$ cat src/rtl/evbuf_pkg.sv
package evbuf_pkg;
  localparam int NUM_IN     = 3;
  localparam int NUM_OUT    = 2;
  localparam int STATE_W    = 2;
  localparam int NUM_RULES  = 5;
  localparam int SEL_W      = $clog2(NUM_IN);
  localparam int RULE_IDX_W = $clog2(NUM_RULES);
  localparam logic [STATE_W-1:0] INIT_STATE = STATE_W'(1);

  typedef enum logic [1:0] {PH_IDLE, PH_DETECT, PH_EXEC, PH_EMIT} phase_t;

  typedef struct packed {
    logic [STATE_W-1:0] fromState;
    logic [NUM_IN-1:0]  need;
    logic [STATE_W-1:0] toState;
    logic [NUM_OUT-1:0] emit;
    logic [SEL_W-1:0]   dataSrc;
  } rule_t;

  // Priority order: lowest index wins.
  localparam rule_t RULES [NUM_RULES] = '{
    '{2'd1, 3'b001, 2'd2, 2'b01, 2'd0},
    '{2'd2, 3'b110, 2'd1, 2'b11, 2'd2},
    '{2'd2, 3'b010, 2'd3, 2'b10, 2'd1},
    '{2'd3, 3'b100, 2'd1, 2'b00, 2'd0},
    '{2'd3, 3'b001, 2'd3, 2'b00, 2'd0}
  };

  // Strobes from control to datapath.
  typedef struct packed {
    logic               capture;
    logic [NUM_IN-1:0]  consume;
    logic [NUM_OUT-1:0] load;
    logic [SEL_W-1:0]   dataSel;
    logic [NUM_OUT-1:0] fire;
  } strobe_t;
endpackage

$ cat src/rtl/evbuf_ctrl.sv
module evbuf_ctrl
  import evbuf_pkg::*;
(
  input  logic               clk,
  input  logic               rstN,
  input  logic               pendingAny,
  input  logic [NUM_IN-1:0]  snap,
  output logic [STATE_W-1:0] stateOut,
  output strobe_t            st
);
  phase_t phase;
  logic [STATE_W-1:0] state;
  logic initDone;
  logic [NUM_OUT-1:0] fireMask;
  logic hit;
  logic [RULE_IDX_W-1:0] ruleIdx;

  // Rule lookup: scan high to low so the lowest matching index is kept.
  always_comb begin
    hit = 1'b0;
    ruleIdx = '0;
    for (int r = NUM_RULES - 1; r >= 0; r--) begin
      if (RULES[r].fromState == state && (snap & RULES[r].need) == RULES[r].need) begin
        hit = 1'b1;
        ruleIdx = RULE_IDX_W'(r);
      end
    end
  end

  logic takeRule;
  assign takeRule = (phase == PH_EXEC) && initDone && hit;

  always_ff @(posedge clk or negedge rstN) begin
    if (!rstN) begin
      phase    <= PH_IDLE;
      state    <= '0;
      initDone <= 1'b0;
      fireMask <= '0;
    end else begin
      case (phase)
        PH_IDLE:   if (!initDone || pendingAny) phase <= PH_DETECT;
        PH_DETECT: phase <= PH_EXEC;
        PH_EXEC: begin
          phase <= PH_EMIT;
          if (!initDone) begin
            state    <= INIT_STATE;
            initDone <= 1'b1;
            fireMask <= '0;
          end else if (hit) begin
            state    <= RULES[ruleIdx].toState;
            fireMask <= RULES[ruleIdx].emit;
          end else begin
            fireMask <= '0;
          end
        end
        default:   phase <= PH_IDLE;
      endcase
    end
  end

  always_comb begin
    st.capture = (phase == PH_DETECT);
    st.consume = takeRule ? snap : '0;
    st.load    = takeRule ? RULES[ruleIdx].emit : '0;
    st.dataSel = RULES[ruleIdx].dataSrc;
    st.fire    = (phase == PH_EMIT) ? fireMask : '0;
  end

  assign stateOut = state;

  p_detect_to_exec_r4: assert property (@(posedge clk) disable iff (!rstN)
    phase == PH_DETECT |=> phase == PH_EXEC);
  p_exec_to_emit_r4: assert property (@(posedge clk) disable iff (!rstN)
    phase == PH_EXEC |=> phase == PH_EMIT);
  p_emit_to_idle_r4: assert property (@(posedge clk) disable iff (!rstN)
    phase == PH_EMIT |=> phase == PH_IDLE);
  p_quiet_stays_idle_r7: assert property (@(posedge clk) disable iff (!rstN)
    (phase == PH_IDLE && initDone && !pendingAny) |=> phase == PH_IDLE);
  p_init_reaction_r8: assert property (@(posedge clk) disable iff (!rstN)
    (phase == PH_EXEC && !initDone) |=> (state == INIT_STATE && fireMask == '0));
  p_nomatch_holds_r9: assert property (@(posedge clk) disable iff (!rstN)
    (phase == PH_EXEC && initDone && !hit) |=> (state == $past(state) && fireMask == '0));
endmodule

$ cat src/rtl/evbuf_dpath.sv
module evbuf_dpath
  import evbuf_pkg::*;
#(
  parameter int DATA_W = 8
) (
  input  logic                      clk,
  input  logic                      rstN,
  input  logic [NUM_IN-1:0]         inValid,
  input  logic [NUM_IN*DATA_W-1:0]  inData,
  input  strobe_t                   st,
  output logic [NUM_IN-1:0]         pending,
  output logic                      pendingAny,
  output logic [NUM_IN-1:0]         snap,
  output logic [NUM_IN-1:0]         lost,
  output logic [NUM_OUT-1:0]        outValid,
  output logic [NUM_OUT*DATA_W-1:0] outData
);
  logic [NUM_IN*DATA_W-1:0] bufData;
  logic [DATA_W-1:0] selData;

  for (genvar i = 0; i < NUM_IN; i++) begin : g_buf
    always_ff @(posedge clk or negedge rstN) begin
      if (!rstN) begin
        pending[i] <= 1'b0;
        lost[i]    <= 1'b0;
        bufData[i*DATA_W +: DATA_W] <= '0;
      end else begin
        if (inValid[i]) begin
          pending[i] <= 1'b1;
          bufData[i*DATA_W +: DATA_W] <= inData[i*DATA_W +: DATA_W];
        end else if (st.consume[i]) begin
          pending[i] <= 1'b0;
        end
        lost[i] <= inValid[i] & pending[i] & ~st.consume[i];
      end
    end

    p_consume_clears_r2: assert property (@(posedge clk) disable iff (!rstN)
      (st.consume[i] && !inValid[i]) |=> !pending[i]);
    p_emit_wins_r12: assert property (@(posedge clk) disable iff (!rstN)
      (st.consume[i] && inValid[i]) |=> (pending[i] && !lost[i]));
    p_lost_means_present_r11: assert property (@(posedge clk) disable iff (!rstN)
      lost[i] |-> pending[i]);
  end

  assign pendingAny = |pending;

  // Data is read in execute, a cycle after the flag was captured.
  always_comb begin
    selData = '0;
    for (int i = 0; i < NUM_IN; i++)
      if (st.dataSel == SEL_W'(i)) selData = bufData[i*DATA_W +: DATA_W];
  end

  always_ff @(posedge clk or negedge rstN) begin
    if (!rstN) snap <= '0;
    else if (st.capture) snap <= pending;
  end

  for (genvar k = 0; k < NUM_OUT; k++) begin : g_out
    always_ff @(posedge clk or negedge rstN) begin
      if (!rstN) outData[k*DATA_W +: DATA_W] <= '0;
      else if (st.load[k]) outData[k*DATA_W +: DATA_W] <= selData;
    end
  end

  always_ff @(posedge clk or negedge rstN) begin
    if (!rstN) outValid <= '0;
    else outValid <= st.fire;
  end

  p_snapshot_frozen_r5: assert property (@(posedge clk) disable iff (!rstN)
    !st.capture |=> $stable(snap));
  p_data_before_event_r6: assert property (@(posedge clk) disable iff (!rstN)
    (|outValid) |-> $stable(outData));
endmodule

$ cat src/rtl/evbuf_reactor.sv
module evbuf_reactor
  import evbuf_pkg::*;
#(
  parameter int DATA_W = 8
) (
  input  logic                      clk,
  input  logic                      rstN,
  input  logic [NUM_IN-1:0]         inValid,
  input  logic [NUM_IN*DATA_W-1:0]  inData,
  output logic [NUM_IN-1:0]         pending,
  output logic [NUM_IN-1:0]         lost,
  output logic [NUM_OUT-1:0]        outValid,
  output logic [NUM_OUT*DATA_W-1:0] outData,
  output logic [STATE_W-1:0]        stateOut
);
  strobe_t st;
  logic pendingAny;
  logic [NUM_IN-1:0] snap;

  evbuf_ctrl u_ctrl (
    .clk(clk), .rstN(rstN), .pendingAny(pendingAny), .snap(snap),
    .stateOut(stateOut), .st(st)
  );

  evbuf_dpath #(.DATA_W(DATA_W)) u_dpath (
    .clk(clk), .rstN(rstN), .inValid(inValid), .inData(inData), .st(st),
    .pending(pending), .pendingAny(pendingAny), .snap(snap), .lost(lost),
    .outValid(outValid), .outData(outData)
  );
endmodule

$ cat config.mk
export PLATFORM = sky130hd
export DESIGN_NAME = evbuf_reactor
export DESIGN_NICKNAME = d
export VERILOG_FILES = /design/src/rtl/evbuf_pkg.sv /design/src/rtl/evbuf_ctrl.sv /design/src/rtl/evbuf_dpath.sv /design/src/rtl/evbuf_reactor.sv
export SDC_FILE = /design/constraint.sdc
export NUM_CORES = 1
export LEC_CHECK = 0
export BUFFER_PORTS_ARGS = -buffer_cell sky130_fd_sc_hd__buf_2
export CORE_AREA = 4 4 75 77
export CTS_BUF_LIST = sky130_fd_sc_hd__clkbuf_16
export DETAILED_ROUTE_END_ITERATION = 12
export DIE_AREA = 0 0 79 81
export PLACE_DENSITY_LB_ADDON = 0.1
export SETUP_SLACK_MARGIN = 0.5
export SLEW_MARGIN = 20
export SYNTH_ARGS = -nofsm -noshare
export SYNTH_HDL_FRONTEND = slang
export SYNTH_SLANG_ARGS = --single-unit
export TNS_END_PERCENT = 10
$ cat constraint.sdc
create_clock -name clk -period 6.4 [get_ports clk]
set_clock_uncertainty 0.1 [all_clocks]
set_input_delay 0.32 -clock clk [delete_from_list [all_inputs] [get_ports clk]]
set_output_delay 0.32 -clock clk [all_outputs]
set_load 0.01 [all_outputs]
==> results.toml, run 1 <==
[status]
status = "complete, no violations"

[yosys]
synthesis.area_um2 = 2660
ys_warn_count = 0
synth_seq_cells = 58
synth_compound_area_share_pct = 7.68
syn-num-nets = 248
synthSimpleGateAreaFrac_pct = 10.7
syn_inst = 212
ys.flop_type = "dfrtp_1"
ys_seq_area_share_pct = 54.7
muxShareOfSynthArea_pct = 20.3
synth.distinct_cells = 37
synthArstFlopShare_pct = 100
synth_xor_area_share_pct = 0
syn_avg_cell_area_um2 = 12.5
synth_top_family_by_area = "multiplexers"
synth-edff-count = 0
synthAdderAreaFrac_pct = 3.30

[layout]
fillers = 410
final_area_um2 = 3220
multi_input_area_um2 = 1110
nets = 304
syn2layout_area_growth_pct = 21.3
seqCellArea_um2 = 1450
postLayoutCoreUtil_pct = 64.3
n_antenna_cell = 0
drive_above_1_share_pct = 42.8

[floorplanning]
dieArea_um2 = 6400
fp.dieH_um = 81
dieWidth_um = 79
core_area_um2 = 5010
start_util_pct = 53.0
row_count = 26
ios = 55

[cts]
clockRootBuffer = "clkbuf_16"
cts_buffer_depth = 2
clk_latency_ps = 320
cts_tree = "built"
post_cts_resized = 0
clock-sinks = 58
post-cts-setup-buffers = 0
htreeDepth = 3
clkTransAtPathRegs_ps = 50
cts_buffers = 9
ctsHoldBuffers = 0

[grt]
grt_max_degree = 59
grt_pass1_vias = 1724
antenna_found_initial = 0
gr-total-overflow = 0
grt_pass1_wl_um = 8750
globalRouteTotalUtil_pct = 18.4

[sta]
fin_crit_ps = 2410
fin_hold_ws_ps = 29.5
tns_ps = 0
drv_slew = 0
maxSlewHeadroom_pct = 52.3
final_hold_viol_count = 0
fmax_mhz = 415
finalSetupViolCount = 0
rsz0062_at_grt = "no"
period_share_pct = 37.6
tightest_slew_ps = 715

[critical_path]
arrival_ps = 2570
startpoint_type = "flip-flop"
worstSetupPathType = "flip-flop to flip-flop"
critical_path.max_stage_delay_ps = 500
critPathCaptureType = "flip-flop"
worstPathCellList = "nor3b_1 > o21ai_2 > ha_1 > nor2b_1 > nand3_1 > o211ai_1 > mux2_2"
required_ps = 6560
path_max_fanout = 13
cpMaxStageDelayCell = "dfrtp_1"

[pwr]
vdd_drop_max_mv = 0.284
p_per_area_nw_per_um2 = 491
power_leakage_uw = 0.00153

[routing]
ant_nets = 0
wire_per_inst_um = 15.2
totalWireLength_um = 5180
drt_iter0_markers = 54
drc = 0
firstDrtPassIters = 4
via_per_inst = 5.06
vias = 1724

[worst_hold_path]
hold_path_class = "primary input to asynchronous set/reset pin"

[placed_design]
dpl.hpwl_um = 3710
gp_congestion = 0.767
placed_cell_area_um2 = 2970
io_buffers = 54

[flow_run]
maxCapViolCount = 0
layer usage:
layer	routed length (µm)	vias to the layer above	GRT usage, %
met3	308	7	7.10
met5	0	-	0
met4	73	0	7.73
met1	2750	804	27.0
met2	2050	50	23.9
li1	-	863	-
worst max-delay path: cells and delay by family, from the launching register on:
| family | cells | cell delay, ps |
|---|---|---|
| DFF | 1 | 500 |
| muxes | 1 | 210 |
| AOI/OAI and AO/OA | 2 | 290 |
| and+or+nand+nor | 3 | 890 |
| adders and majority gates | 1 | 370 |
through the flow:
stage / std cells / worst slack, ps / power, µW
after floorplan: 212 / 4230 / 1010
after global placement: 327 / 4040 / 1170
after detailed placement: 327 / 4010 / 1180
after CTS: 341 / 4000 / 1600
after global routing: 341 / 3740 / 1690
final: 341 / 3990 / 1580
Yosys cell counts (all sizes together), types with 2 or more instances:
cell    count  area share, %
nor2b       7            1.6
nand3      15            2.8
mux2i       2           0.90
o211ai      9            2.5
inv        10            1.4
buf         3           0.90
o21ai       7            1.5
mux2       43             19
clkbuf      7           0.99
ha          7            3.3
nor2        4           0.57
a31oi       5            1.2
nand2      13            1.8
and2        4            1.0
dfrtp      58             55
a21oi       3           0.57
cell usage in the layout, fill, tap and decap left out, types with 2 or more instances in the layout:
cell,instances
o211ai_1,9
and2_1,3
clkbuf_16,9
inv_1,10
a31oi_1,5
nor2_1,4
clkinv_2,4
mux2_4,8
buf_2,54
nand3_1,15
o21ai_0,6
nor2b_1,7
ha_1,7
clkinv_1,2
a21oi_1,3
mux2_2,35
dfrtp_1,58
nand2_1,13
state kept, by name (all words and copies together) (netlist names):
| name | count |
|---|---|
| u_dpath.lost | 3 |
| u_dpath.outData | 16 |
| u_ctrl.initDone | 1 |
| u_dpath.bufData | 24 |
| u_ctrl.stateOut | 2 |
| u_dpath.pending | 3 |
| u_dpath.outValid | 2 |
| u_dpath.snap | 3 |
| u_ctrl.fireMask | 2 |
| u_ctrl.phase | 2 |
logic make-up after synthesis:
logic type      count (synthesis)
fa+ha+maj                       7
simple gates                   51
mux                            45
flops                          58
compound gates                 30
buf+inv                        21
area by class of cell:
class	instances	area share [%]
multi-input cells	133	34.6
well taps	70	2.72
clock buffers	9	7.00
clock inverters	5	0.738
flip-flops and latches	58	45.1
repair buffers	55	8.63
inverters	11	1.28
path summary, 6_finish.rpt:
kind | slack (ps) | to | depth (start not counted) | start
max | 3990 | u_dpath.outData[8]$_DFFE_PN0P_ | 7 | u_ctrl.stateOut[0]$_DFFE_PN0P_
min | 30 | u_dpath.outValid[0]$_DFF_PN0_ | 2 | rstN
max reg2reg | 3990 | u_dpath.outData[8]$_DFFE_PN0P_ | 7 | u_ctrl.stateOut[0]$_DFFE_PN0P_
min reg2reg | 380 | u_ctrl.fireMask[1]$_DFFE_PN0N_ | 1 | u_ctrl.fireMask[1]$_DFFE_PN0N_
max in group asynchronous | 5680 | u_ctrl.stateOut[0]$_DFFE_PN0P_ | 2 | rstN
min in group clk | 130 | u_dpath.bufData[11]$_DFFE_PN0P_ | 2 | inData[11]
power by group:
group	switching, µW	leakage, µW	internal (µW)
logic	309	0.000719	299
registers	87.5	0.000680	481
clock network	151	0.000128	252
total	547	0.00153	1030
Note: power is estimated with default switching activity, not from simulation.
==> run 2: changes to the inputs <==
Settings changed: CORE_AREA 4 4 75 77 to 4 4 76 78, DIE_AREA 0 0 79 81 to 0 0 80 82.
Clock period 6.4 ns to 2.5 ns, I/O delays scaled along.
==> run 2 against run 1 <==
Compared with the run above: sequential share of layout area shrank 6.6 points; worst setup slack lost 3600 ps; maximum frequency grew 13%; largest cell class unchanged; largest power group unchanged; highest routed layer unchanged.
==> results.toml, run 2 (synthesized netlist as in run 1, its figures left out) <==
[layout]
largest_reg_flops = 24
syn2layout_area_growth_pct = 42.3
largestRegisters = "u_dpath.bufData: 24 flops, u_dpath.outData: 16 flops"
n_antenna_cell = 0
fillers = 373
drive_above_1_share_pct = 48.1
final_cell_mix = "55 x dfrtp_1, 54 x buf_2, 34 x mux2_2"
nets = 347
largest_register = "u_dpath.bufData"
final_common_cell = "dfrtp_1"

[sta]
drv_slew = 0
maxSlewHeadroom_pct = 78.8
final_hold_viol_count = 0
fin_hold_ws_ps = 51.3
tightest_slew_ps = 315
finalSetupViolCount = 0
period_share_pct = 85.1
fmax_mhz = 470
rsz0062_at_grt = "yes"
tns_ps = 0
fin_crit_ps = 2130

[cts]
cts_buffers = 9
htreeDepth = 3
cts_tree = "built"
clkTransAtPathRegs_ps = 50
clk_latency_ps = 310
cts_buffer_depth = 2
clockRootBuffer = "clkbuf_16"
clock-sinks = 58

[routing]
vias = 1974
via_per_inst = 5.11
totalWireLength_um = 6000
drc = 0
firstDrtPassIters = 4
ant_nets = 0
wire_per_inst_um = 15.5
drt_iter0_markers = 64

[critical_path]
startpoint_type = "flip-flop"
r2r-end = "u_dpath.outData[2]$_DFFE_PN0P_"
required_ps = 2590
r2r-start = "u_ctrl.stateOut[0]$_DFFE_PN0P_"
worstSetupPathType = "flip-flop to flip-flop"
r2r_cells = 7
path_max_fanout = 6
arrival_ps = 2220
regToRegSetupSlack_ps = 370
critPathCaptureType = "flip-flop"

[placed_design]
io_buffers = 54
gp_congestion = 0.760
dpl.hpwl_um = 3790

[status]
status = "complete, no violations"

[floorplanning]
fp.dieH_um = 82
dieArea_um2 = 6560
row_count = 26
ios = 55
dieWidth_um = 80
core_area_um2 = 5070
start_util_pct = 52.3

[pwr]
p_int_uw = 2990
swShare_pct = 34.4
p_per_area_nw_per_um2 = 1200
p_switching_uw = 1560
vdd_drop_max_mv = 0.645
p_comb_share_pct = 45.8
power_frac_seq_pct = 31.8
power_leakage_uw = 0.00177
clock_power_share_pct = 22.4

[grt]
gr-total-overflow = 0
grt_max_degree = 59
grt_pass1_vias = 1966
grt_pass1_wl_um = 9560
globalRouteTotalUtil_pct = 19.3
antenna_found_initial = 0

[worst_hold_path]
hold_start = "inValid[0]"
holdPathStages = 3
hold_path_class = "primary input to flip-flop"
hold_path_end = "u_dpath.lost[0]$_DFF_PN0_"

[flow_run]
maxCapViolCount = 0
==> run 2: worst max-delay path, cell delays in order (launching register included) <==
cell      delay (ps)
dfrtp_2          450
o211ai_1         300
inv_1            150
ha_4             200
buf_4            160
a31oi_1          200
o211ai_1         160
mux2_4           290
==> run 2: timing repair <==
item                       4_1_cts  5_1_grt
gates resized for setup         13       19
setup endpoints to repair       17       16
hold buffers                    25        0
setup buffers                    5        7
hold endpoints to repair        82        0
pin swaps                        6        8
==> run 2: per-stage QoR <==
step / worst slack [ps] / utilization (%) / area [µm²] / std cells / power (µW)
after global placement: 291 / 59.9 / 3040 / 333 / 3070
after CTS: 484 / 71.6 / 3630 / 379 / 4320
after floorplan: 455 / - / 2670 / 212 / 2610
after global routing: 290 / 74.4 / 3780 / 386 / 4850
after detailed placement: 261 / 59.9 / 3040 / 333 / 3110
final: 373 / 74.4 / 3780 / 386 / 4550
==> run 2: power groups by stage <==
stage | clock network, µW | logic [µW] | registers (µW)
final | 1020 | 2080 | 1450
after CTS | 1040 | 1840 | 1440
after global placement | 0 | 1630 | 1440
after detailed placement | 0 | 1660 | 1450
after floorplan | 0 | 1130 | 1480
after global routing | 1090 | 2270 | 1480
==> run 2: routing by layer <==
metal | part of all wire, % | track usage, % | vias up
li1 | - | - | 950
met3 | 4.3 | 4.17 | 7
met2 | 48 | 29.9 | 56
met5 | 0 | 0 | -
met1 | 47 | 26.7 | 961
met4 | 0.83 | 7.26 | 0
==> run 2: worst max-delay path by stage <==
stage          slack [ps]                        endpoint                            from
2_1_floorplan         450  u_dpath.outData[4]$_DFFE_PN0P_  u_ctrl.stateOut[0]$_DFFE_PN0P_
3_3_place_gp          290  u_dpath.outData[6]$_DFFE_PN0P_     u_ctrl.phase[0]$_DFFE_PN0P_
3_5_place_dp          260  u_dpath.outData[7]$_DFFE_PN0P_     u_ctrl.phase[0]$_DFFE_PN0P_
4_1_cts               480  u_dpath.outData[1]$_DFFE_PN0P_  u_ctrl.stateOut[0]$_DFFE_PN0P_
6_report              370  u_dpath.outData[2]$_DFFE_PN0P_  u_ctrl.stateOut[0]$_DFFE_PN0P_
5_1_grt               290  u_dpath.outData[2]$_DFFE_PN0P_  u_ctrl.stateOut[0]$_DFFE_PN0P_
==> run 2: cell type report <==
cell class | count | area (µm²) | area share (%)
tap | 70 | 87.6 | 2.32
multi-input combinational | 133 | 1240 | 32.8
timing repair buffer | 98 | 699 | 18.5
sequential | 58 | 1460 | 38.5
clock buffer | 9 | 225 | 5.96
inverter | 11 | 41.3 | 1.09
clock inverter | 7 | 28.8 | 0.762
